File: config.mk
export PLATFORM = sky130hd
export DESIGN_NAME = dbp_core
export DESIGN_NICKNAME = d
export VERILOG_FILES = /design/src/rtl/dbp_pkg.sv /design/src/rtl/dbp_decode.sv /design/src/rtl/dbp_alu.sv /design/src/rtl/dbp_regfile.sv /design/src/rtl/dbp_core.sv
export SDC_FILE = /design/constraint.sdc
export NUM_CORES = 2
export LEC_CHECK = 0
export BUFFER_PORTS_ARGS = -buffer_cell sky130_fd_sc_hd__buf_2
export CAP_MARGIN = 20
export CELL_PAD_IN_SITES_DETAIL_PLACEMENT = 1
export CELL_PAD_IN_SITES_GLOBAL_PLACEMENT = 2
export CORE_ASPECT_RATIO = 1.4
export CORE_MARGIN = 8
export CORE_UTILIZATION = 33
export DETAILED_ROUTE_END_ITERATION = 7
export PLACE_DENSITY_LB_ADDON = 0.1
export SLEW_MARGIN = 5
export SYNTH_ARGS = -nofsm -noshare
export SYNTH_HDL_FRONTEND = slang
export SYNTH_SLANG_ARGS = --single-unit
File: constraint.sdc
create_clock -name clk_i -period 8.55 [get_ports clk_i]
set_input_delay 2.565 -clock clk_i [delete_from_list [all_inputs] [get_ports clk_i]]
set_output_delay 2.565 -clock clk_i [all_outputs]
set_load 0.005 [all_outputs]
File: src/rtl/dbp_pkg.sv
package dbp_pkg;
  localparam int unsigned INSTR_W = 32;
  localparam int unsigned OPC_W   = 8;
  localparam int unsigned RIDX_W  = 4;
  localparam int unsigned NREG    = 1 << RIDX_W;

  localparam logic [OPC_W-1:0] OPC_NOP  = 8'h00;
  localparam logic [OPC_W-1:0] OPC_ADD  = 8'h01;
  localparam logic [OPC_W-1:0] OPC_SUB  = 8'h02;
  localparam logic [OPC_W-1:0] OPC_AND  = 8'h03;
  localparam logic [OPC_W-1:0] OPC_OR   = 8'h04;
  localparam logic [OPC_W-1:0] OPC_XOR  = 8'h05;
  localparam logic [OPC_W-1:0] OPC_LI   = 8'h06;
  localparam logic [OPC_W-1:0] OPC_ADDI = 8'h07;
  localparam logic [OPC_W-1:0] OPC_LD   = 8'h08;
  localparam logic [OPC_W-1:0] OPC_ST   = 8'h09;
  localparam logic [OPC_W-1:0] OPC_JMP  = 8'h0A;
  localparam logic [OPC_W-1:0] OPC_BZ   = 8'h0B;

  typedef struct packed {
    logic wr_rd;  // writes destination
    logic use_a;  // reads source1
    logic use_b;  // reads source2
    logic ld;
    logic st;
    logic jmp;
    logic bz;
  } dec_t;
endpackage

File: src/rtl/dbp_decode.sv
module dbp_decode
  import dbp_pkg::*;
(
  input  logic [INSTR_W-1:0] instr_i,
  output dec_t               dec_o
);
  always_comb begin
    dec_o = '0;
    case (instr_i[31:24])
      OPC_ADD, OPC_SUB, OPC_AND, OPC_OR, OPC_XOR: begin
        dec_o.wr_rd = 1'b1; dec_o.use_a = 1'b1; dec_o.use_b = 1'b1;
      end
      OPC_LI:   dec_o.wr_rd = 1'b1;
      OPC_ADDI: begin dec_o.wr_rd = 1'b1; dec_o.use_a = 1'b1; end
      OPC_LD:   begin dec_o.wr_rd = 1'b1; dec_o.use_a = 1'b1; dec_o.ld = 1'b1; end
      OPC_ST:   begin dec_o.use_a = 1'b1; dec_o.use_b = 1'b1; dec_o.st = 1'b1; end
      OPC_JMP:  dec_o.jmp = 1'b1;
      OPC_BZ:   begin dec_o.use_a = 1'b1; dec_o.bz = 1'b1; end
      default:  dec_o = '0;
    endcase
  end
endmodule

File: src/rtl/dbp_alu.sv
module dbp_alu
  import dbp_pkg::*;
#(
  parameter int unsigned XLEN = 32
) (
  input  logic [OPC_W-1:0] op_i,
  input  logic [XLEN-1:0]  a_i,
  input  logic [XLEN-1:0]  b_i,
  input  logic [15:0]      imm_i,
  output logic [XLEN-1:0]  res_o
);
  always_comb begin
    case (op_i)
      OPC_ADD:  res_o = a_i + b_i;
      OPC_SUB:  res_o = a_i - b_i;
      OPC_AND:  res_o = a_i & b_i;
      OPC_OR:   res_o = a_i | b_i;
      OPC_XOR:  res_o = a_i ^ b_i;
      OPC_LI:   res_o = XLEN'(imm_i);
      OPC_ADDI: res_o = a_i + XLEN'(imm_i[11:0]);
      default:  res_o = '0;
    endcase
  end
endmodule

File: src/rtl/dbp_regfile.sv
module dbp_regfile
  import dbp_pkg::*;
#(
  parameter int unsigned XLEN = 32,
  parameter int unsigned NRD  = 3
) (
  input  logic                        clk_i,
  input  logic                        rst_ni,
  input  logic                        we_i,
  input  logic [RIDX_W-1:0]           waddr_i,
  input  logic [XLEN-1:0]             wdata_i,
  input  logic [NRD-1:0][RIDX_W-1:0]  raddr_i,
  output logic [NRD-1:0][XLEN-1:0]    rdata_o
);
  logic [XLEN-1:0] regs_q [NREG];
  logic            wr_en;

  assign wr_en = we_i && (waddr_i != '0);

  always_ff @(posedge clk_i or negedge rst_ni) begin
    if (!rst_ni) begin
      for (int i = 0; i < NREG; i++) regs_q[i] <= '0;
    end else if (wr_en) begin
      regs_q[waddr_i] <= wdata_i;
    end
  end

  // write-before-read: a same-cycle write is visible to every read port
  for (genvar p = 0; p < NRD; p++) begin : g_rd
    always_comb begin
      if (raddr_i[p] == '0)                 rdata_o[p] = '0;
      else if (wr_en && waddr_i == raddr_i[p]) rdata_o[p] = wdata_i;
      else                                  rdata_o[p] = regs_q[raddr_i[p]];
    end
  end

  p_reg0_zero_r4: assert property (@(posedge clk_i) disable iff (!rst_ni)
    regs_q[0] == '0);
endmodule

File: src/rtl/dbp_core.sv
module dbp_core
  import dbp_pkg::*;
#(
  parameter int unsigned XLEN    = 32,
  parameter int unsigned IMEM_AW = 16,
  parameter int unsigned DMEM_AW = 16
) (
  input  logic                 clk_i,
  input  logic                 rst_ni,
  output logic [IMEM_AW-1:0]   imem_addr_o,
  input  logic [INSTR_W-1:0]   imem_rdata_i,
  output logic [DMEM_AW-1:0]   dmem_addr_o,
  output logic                 dmem_re_o,
  output logic                 dmem_we_o,
  output logic [XLEN-1:0]      dmem_wdata_o,
  input  logic [XLEN-1:0]      dmem_rdata_i
);
  localparam int unsigned NRD = 3;  // 0: OF src1, 1: OF src2, 2: ID branch test

  // fetch / decode
  logic [IMEM_AW-1:0] pc_q, id_pc_q, br_target;
  logic               id_valid_q, stall, br_taken;
  logic [INSTR_W-1:0] id_instr;
  dec_t               id_dec;
  logic [RIDX_W-1:0]  id_rs1, id_rs2;

  // operand fetch
  logic               of_valid_q;
  logic [INSTR_W-1:0] of_instr_q;
  dec_t               of_dec_q;
  logic [RIDX_W-1:0]  of_rd, of_rs1, of_rs2;

  // execute
  logic               ex_valid_q;
  dec_t               ex_dec_q;
  logic [OPC_W-1:0]   ex_op_q;
  logic [RIDX_W-1:0]  ex_rd_q;
  logic [XLEN-1:0]    ex_a_q, ex_b_q, ex_res;
  logic [15:0]        ex_imm_q;

  // operand store
  logic               os_wr_q, os_ld_q;
  logic [RIDX_W-1:0]  os_rd_q;
  logic [XLEN-1:0]    os_res_q, wb_data;

  logic [NRD-1:0][RIDX_W-1:0] rf_raddr;
  logic [NRD-1:0][XLEN-1:0]   rf_rdata;
  logic                       of_writes, ex_writes;

  assign id_instr  = imem_rdata_i;
  assign id_rs1    = id_instr[19:16];
  assign id_rs2    = id_instr[15:12];
  assign br_target = id_instr[IMEM_AW-1:0];
  assign of_rd     = of_instr_q[23:20];
  assign of_rs1    = of_instr_q[19:16];
  assign of_rs2    = of_instr_q[15:12];

  dbp_decode u_dec (.instr_i(id_instr), .dec_o(id_dec));

  assign of_writes = of_valid_q && of_dec_q.wr_rd && (of_rd != '0);
  assign ex_writes = ex_valid_q && ex_dec_q.wr_rd && (ex_rd_q != '0);

  // operands are read in OF; a producer one stage ahead must reach OS first.
  // the branch test reads in ID, so producers in OF and EX both block it.
  always_comb begin
    stall = 1'b0;
    if (id_valid_q) begin
      if (id_dec.use_a && of_writes && id_rs1 == of_rd) stall = 1'b1;
      if (id_dec.use_b && of_writes && id_rs2 == of_rd) stall = 1'b1;
      if (id_dec.bz && ex_writes && id_rs1 == ex_rd_q)  stall = 1'b1;
    end
  end

  assign br_taken = id_valid_q && !stall &&
                    (id_dec.jmp || (id_dec.bz && rf_rdata[2] == '0));

  // re-present the held word so it reappears next cycle
  assign imem_addr_o = stall ? id_pc_q : pc_q;

  always_ff @(posedge clk_i or negedge rst_ni) begin
    if (!rst_ni) begin
      pc_q       <= '0;
      id_pc_q    <= '0;
      id_valid_q <= 1'b0;
    end else begin
      id_valid_q <= 1'b1;
      if (!stall) begin
        id_pc_q <= pc_q;
        pc_q    <= br_taken ? br_target : pc_q + 1'b1;
      end
    end
  end

  always_ff @(posedge clk_i or negedge rst_ni) begin
    if (!rst_ni) begin
      of_valid_q <= 1'b0;
      of_instr_q <= '0;
      of_dec_q   <= '0;
    end else begin
      of_valid_q <= id_valid_q && !stall;
      of_instr_q <= stall ? '0 : id_instr;
      of_dec_q   <= (id_valid_q && !stall) ? id_dec : '0;
    end
  end

  assign rf_raddr[0] = of_rs1;
  assign rf_raddr[1] = of_rs2;
  assign rf_raddr[2] = id_rs1;

  dbp_regfile #(.XLEN(XLEN), .NRD(NRD)) u_rf (
    .clk_i   (clk_i),
    .rst_ni  (rst_ni),
    .we_i    (os_wr_q),
    .waddr_i (os_rd_q),
    .wdata_i (wb_data),
    .raddr_i (rf_raddr),
    .rdata_o (rf_rdata)
  );

  always_ff @(posedge clk_i or negedge rst_ni) begin
    if (!rst_ni) begin
      ex_valid_q <= 1'b0;
      ex_dec_q   <= '0;
      ex_op_q    <= '0;
      ex_rd_q    <= '0;
      ex_a_q     <= '0;
      ex_b_q     <= '0;
      ex_imm_q   <= '0;
    end else begin
      ex_valid_q <= of_valid_q;
      ex_dec_q   <= of_valid_q ? of_dec_q : '0;
      ex_op_q    <= of_instr_q[31:24];
      ex_rd_q    <= of_rd;
      ex_a_q     <= rf_rdata[0];
      ex_b_q     <= rf_rdata[1];
      ex_imm_q   <= of_instr_q[15:0];
    end
  end

  dbp_alu #(.XLEN(XLEN)) u_alu (
    .op_i  (ex_op_q),
    .a_i   (ex_a_q),
    .b_i   (ex_b_q),
    .imm_i (ex_imm_q),
    .res_o (ex_res)
  );

  assign dmem_addr_o  = ex_a_q[DMEM_AW-1:0];
  assign dmem_we_o    = ex_valid_q && ex_dec_q.st;
  assign dmem_re_o    = ex_valid_q && ex_dec_q.ld;
  assign dmem_wdata_o = ex_b_q;

  always_ff @(posedge clk_i or negedge rst_ni) begin
    if (!rst_ni) begin
      os_wr_q  <= 1'b0;
      os_ld_q  <= 1'b0;
      os_rd_q  <= '0;
      os_res_q <= '0;
    end else begin
      os_wr_q  <= ex_valid_q && ex_dec_q.wr_rd;
      os_ld_q  <= ex_valid_q && ex_dec_q.ld;
      os_rd_q  <= ex_rd_q;
      os_res_q <= ex_res;
    end
  end

  assign wb_data = os_ld_q ? dmem_rdata_i : os_res_q;

  p_fetch_from_zero_r1: assert property (@(posedge clk_i) disable iff (!rst_ni)
    $rose(rst_ni) |-> imem_addr_o == '0);

  p_mem_exclusive_r5: assert property (@(posedge clk_i) disable iff (!rst_ni)
    !(dmem_we_o && dmem_re_o));

  p_redirect_after_slot_r6: assert property (@(posedge clk_i) disable iff (!rst_ni)
    br_taken |=> (stall || imem_addr_o == $past(br_target)));

  p_hold_on_stall_r8: assert property (@(posedge clk_i) disable iff (!rst_ni)
    stall |=> (id_pc_q == $past(id_pc_q) && pc_q == $past(pc_q) && !of_valid_q));

  p_operand_ready_r8: assert property (@(posedge clk_i) disable iff (!rst_ni)
    (of_valid_q && of_dec_q.use_a && of_rs1 != '0) |-> !(ex_writes && ex_rd_q == of_rs1));

  p_branch_ready_r9: assert property (@(posedge clk_i) disable iff (!rst_ni)
    br_taken |-> !(of_writes && of_rd == id_rs1 && id_dec.bz));
endmodule

==> key figures <==
Floorplanning
  – Die height: 423 um
  – CORE AREA: 117000 um2
  – Die Area: 130000 um2
  – I/O pin cnt: 132
  – Row Count: 149
  – Die X: 306 um
  – Initial core utilization: 33.2%

Place
  – Hpwl dp: 105 mm
  – # port buffers: 131
  – Dpl cells: 5039
  – Global placer's final weighted congestion: 0.870

Global route
  – Met2 global-route usage: 40.5%
  – Total grt overflow: 0
  – Met1 GRT Util: 29.2%
  – Antenna violations before repair: 2
  – GRT busiest layer: met2
  – GRT Resource Usage Total: 23.3%
  – Largest net degree at the start of global routing: 150
  – First-pass GRT wire length: 227 mm
  – Met3 global-route usage: 3.08%
  – Vias in the first global route: 32522

Yosys
  – Number of synthesized flops with an enable pin: 0
  – Post-synthesis instance total: 3646
  – Synth Cell Area: 39000 um2
  – Synthesis-stage register bit count: 715
  – Post-synthesis xor/xnor area fraction: 1.53%
  – Largest family of logic cells by synthesized area: multiplexers
  – Synth Area in Compound Gates: 12.1%
  – Share of synthesized registers carrying an async set or reset: 100%
  – Post-Syn Nets: 3811
  – Post-synth top flop: dfrtp_1
  – Yosys top cell area share: 45.9%
  – Largest cells by area after synthesis: dfrtp_1, mux4_2, a21oi_1, nor2_1, ha_1
  – Syn Area/Cell: 10.7 um2
  – Area share of fa/ha/maj cells after synthesis: 3.20%
  – Yosys warns: 0
  – Yosys top cell by area: dfrtp_1
  – Yosys cell types: 74
  – Simple-gate share of the synthesized area: 13.1%
  – Post-synthesis mux area share: 19.9%
  – Proportion of synthesized chip area in sequential cells: 45.9%

Clock tree
  – Clock root cell: clkbuf_16
  – TritonCTS clock tree: done
  – H-tree depth: 3
  – Post-cts resize count: 0
  – Clk_lat worst skew: 0.66 ns
  – Hold_buf cts: 0
  – Setup Buffers After CTS: 0
  – CTS clk-pin slew, worst paths: 0.06 ns
  – Clock buffer depth: 3
  – Cts bufs inserted: 80
  – Clock Sinks: 715

Worst setup path
  – Crit path max fanout: 22
  – Reg2reg path depth: 19
  – Highest cell delay on the worst timing path: 0.70 ns
  – CP Class: primary input to output pin
  – Worst EP arrival: 5.12 ns
  – Worst R2R Start: ex_op_q[7]
  – Worst setup EP type: output pin
  – Critical path origin: imem_rdata_i[29]
  – Critical Path Sink: imem_addr_o[11]
  – Cell mode on critical path: buf_2
  – Cell family with most CP delay: simple AND/OR/NAND/NOR gates
  – Crit Reg-Reg Endpoint: os_res_q[28]
  – Critical-path cell list: buf_2, or4_1, or3_4, nor4_2, nand4_1, a21bo_2, clkinv_1, nand2_1, o21ai_0, buf_2
  – Slowest-stage cell, CP: or4_1
  – CP Buf/Inv Count: 3
  – Req. time, crit path: 5.99 ns
  – Startpoint Class: primary input
  – CP Depth: 10
  – R2R Setup Slk: 2.87 ns

STA
  – Fin Hold WS: 0.342 ns
  – Final setup vio count: 0
  – Unrepaired setup endpoints after global routing: no
  – Fmax: 130 MHz
  – Worst Max-Slew Pin Slew: 1.12 ns
  – Min Tclk post-route: 7.69 ns
  – Fin crit share: 89.9%
  – Max-slew headroom: 25.0%
  – Hold Violations, Final: 0
  – Final Max Slew Viols: 0
  – Post-route setup TNS: 0 ns
  – Worst Skew: 0.0224 ns

Min path
  – Worst hold path class: register to register

Power
  – Leak pwr: 0.0167 uW
  – Power density over the cells: 181 nW/um2
  – VDD IR max: 116 uV
  – Total power: 7960 uW

Finish
  – Multi-input gate area: 19700 um2
  – Nets: 3776
  – Area Overhead vs Synth: 12.6%
  – Most common cell after layout, fill and taps aside: dfrtp_1
  – FF/Latch Area: 17900 um2
  – Most frequent cells in the layout: dfrtp_1, nor2_1, a21oi_1
  – Layout cells sized above 1: 20.3%
  – FILL cells: 12787
  – Final Non-Filler Cells: 5184

Status
  – Status: completed

Route
  – TritonRoute pass-1 iters: 5
  – DR WL/cell: 29.3 um
  – Vias per cell: 5.80
  – Iter 0 DRT Violations: 1998
  – Drt total wl: 152 mm
  – Vias after detailed routing: 30055
  – Post-route antenna net violation count: 0
  – Number of remaining DRC errors: 0

Run
  – Max Cap Violations: 0
==> worst min-delay path by stage <==
stage | cells past startpoint | endpoint | slack (ns) | from
after floorplan | 0 | ex_imm_q[0] | 0.33 | of_instr_q[0]
after global placement | 0 | ex_imm_q[2] | 0.34 | of_instr_q[2]
after detailed placement | 0 | ex_imm_q[3] | 0.34 | of_instr_q[3]
after CTS | 0 | ex_imm_q[3] | 0.34 | of_instr_q[3]
after global routing | 0 | ex_imm_q[3] | 0.34 | of_instr_q[3]
final | 0 | ex_imm_q[3] | 0.34 | of_instr_q[3]
==> sequential cells by signal (all words and copies together), names as in the netlist <==
| name | cells |
|---|---|
| u_rf.regs_q | 512 |
| dmem_wdata_o | 32 |
| os_wr_q | 1 |
| ex_rd_q | 4 |
| id_valid_q | 1 |
| of_dec_q | 3 |
| os_rd_q | 4 |
| ex_dec_q | 3 |
| ex_op_q | 8 |
| ex_imm_q | 16 |
| of_valid_q | 1 |
| os_ld_q | 1 |
| pc_q | 16 |
| of_instr_q | 32 |
| id_pc_q | 16 |
| os_res_q | 32 |
| ex_a_q | 32 |
| ex_valid_q | 1 |
==> layout make-up <==
type                       instances  share of cell area [%]
clock buffer                     108                    5.24
sequential                       715                    40.8
antenna                            1                 0.00570
tap                             1510                    4.30
timing repair buffer             214                    3.11
inverter                          81                   0.693
multi-input combinational       2519                    45.0
clock inverter                    36                   0.886
==> logic make-up (layout without fill, tap and decap cells) <==
group	count (synthesis)	after routing
muxes	367	367
AOI/OAI and AO/OA	839	839
buffers and inverters	412	439
adders and majority gates	99	99
other	1	2
and+or+nand+nor	1145	1145
DFF	715	715
xor gates and xnor gates	68	68
==> routing by layer <==
metal	part of all wire, %	wire [um]
met3	4.2	6320
met1	41	62700
met2	51	76700
met5	0.0072	11
met4	4.0	6070
==> synth_stat cells (all sizes together), types with 10 or more instances <==
library cell  number
o221ai            17
o211ai            22
a22oi             35
buf               73
nand3             49
dfrtp            715
a21o              13
xnor2             19
nor2             532
or3               10
or4               24
a21oi            445
mux2i             40
and3              13
mux4             327
nor4             109
inv               80
ha                98
nor3              32
o21ai            237
clkbuf           258
and2              30
nand2            285
nand4             21
xor2              49
==> metrics by stage <==
| stage | setup WS [ns] | instance area [um2] | utilization (%) |
|---|---|---|---|
| 2_1_floorplan | 1.42 | 39000 | - |
| 3_3_place_gp | 0.902 | 41200 | 35.1 |
| 3_5_place_dp | 0.828 | 41200 | 35.1 |
| 4_1_cts | 0.826 | 43900 | 37.4 |
| 5_1_grt | 0.595 | 43900 | 37.4 |
| 6_report | 0.860 | 43900 | 37.4 |
==> where the power goes <==
group | switching, uW | total, uW | internal, uW
clock | 1520 | 3620 | 2100
combinational | 437 | 728 | 291
sequential | 131 | 3620 | 3490
total | 2090 | 7960 | 5880
Note: power is estimated with default switching activity, not from simulation.
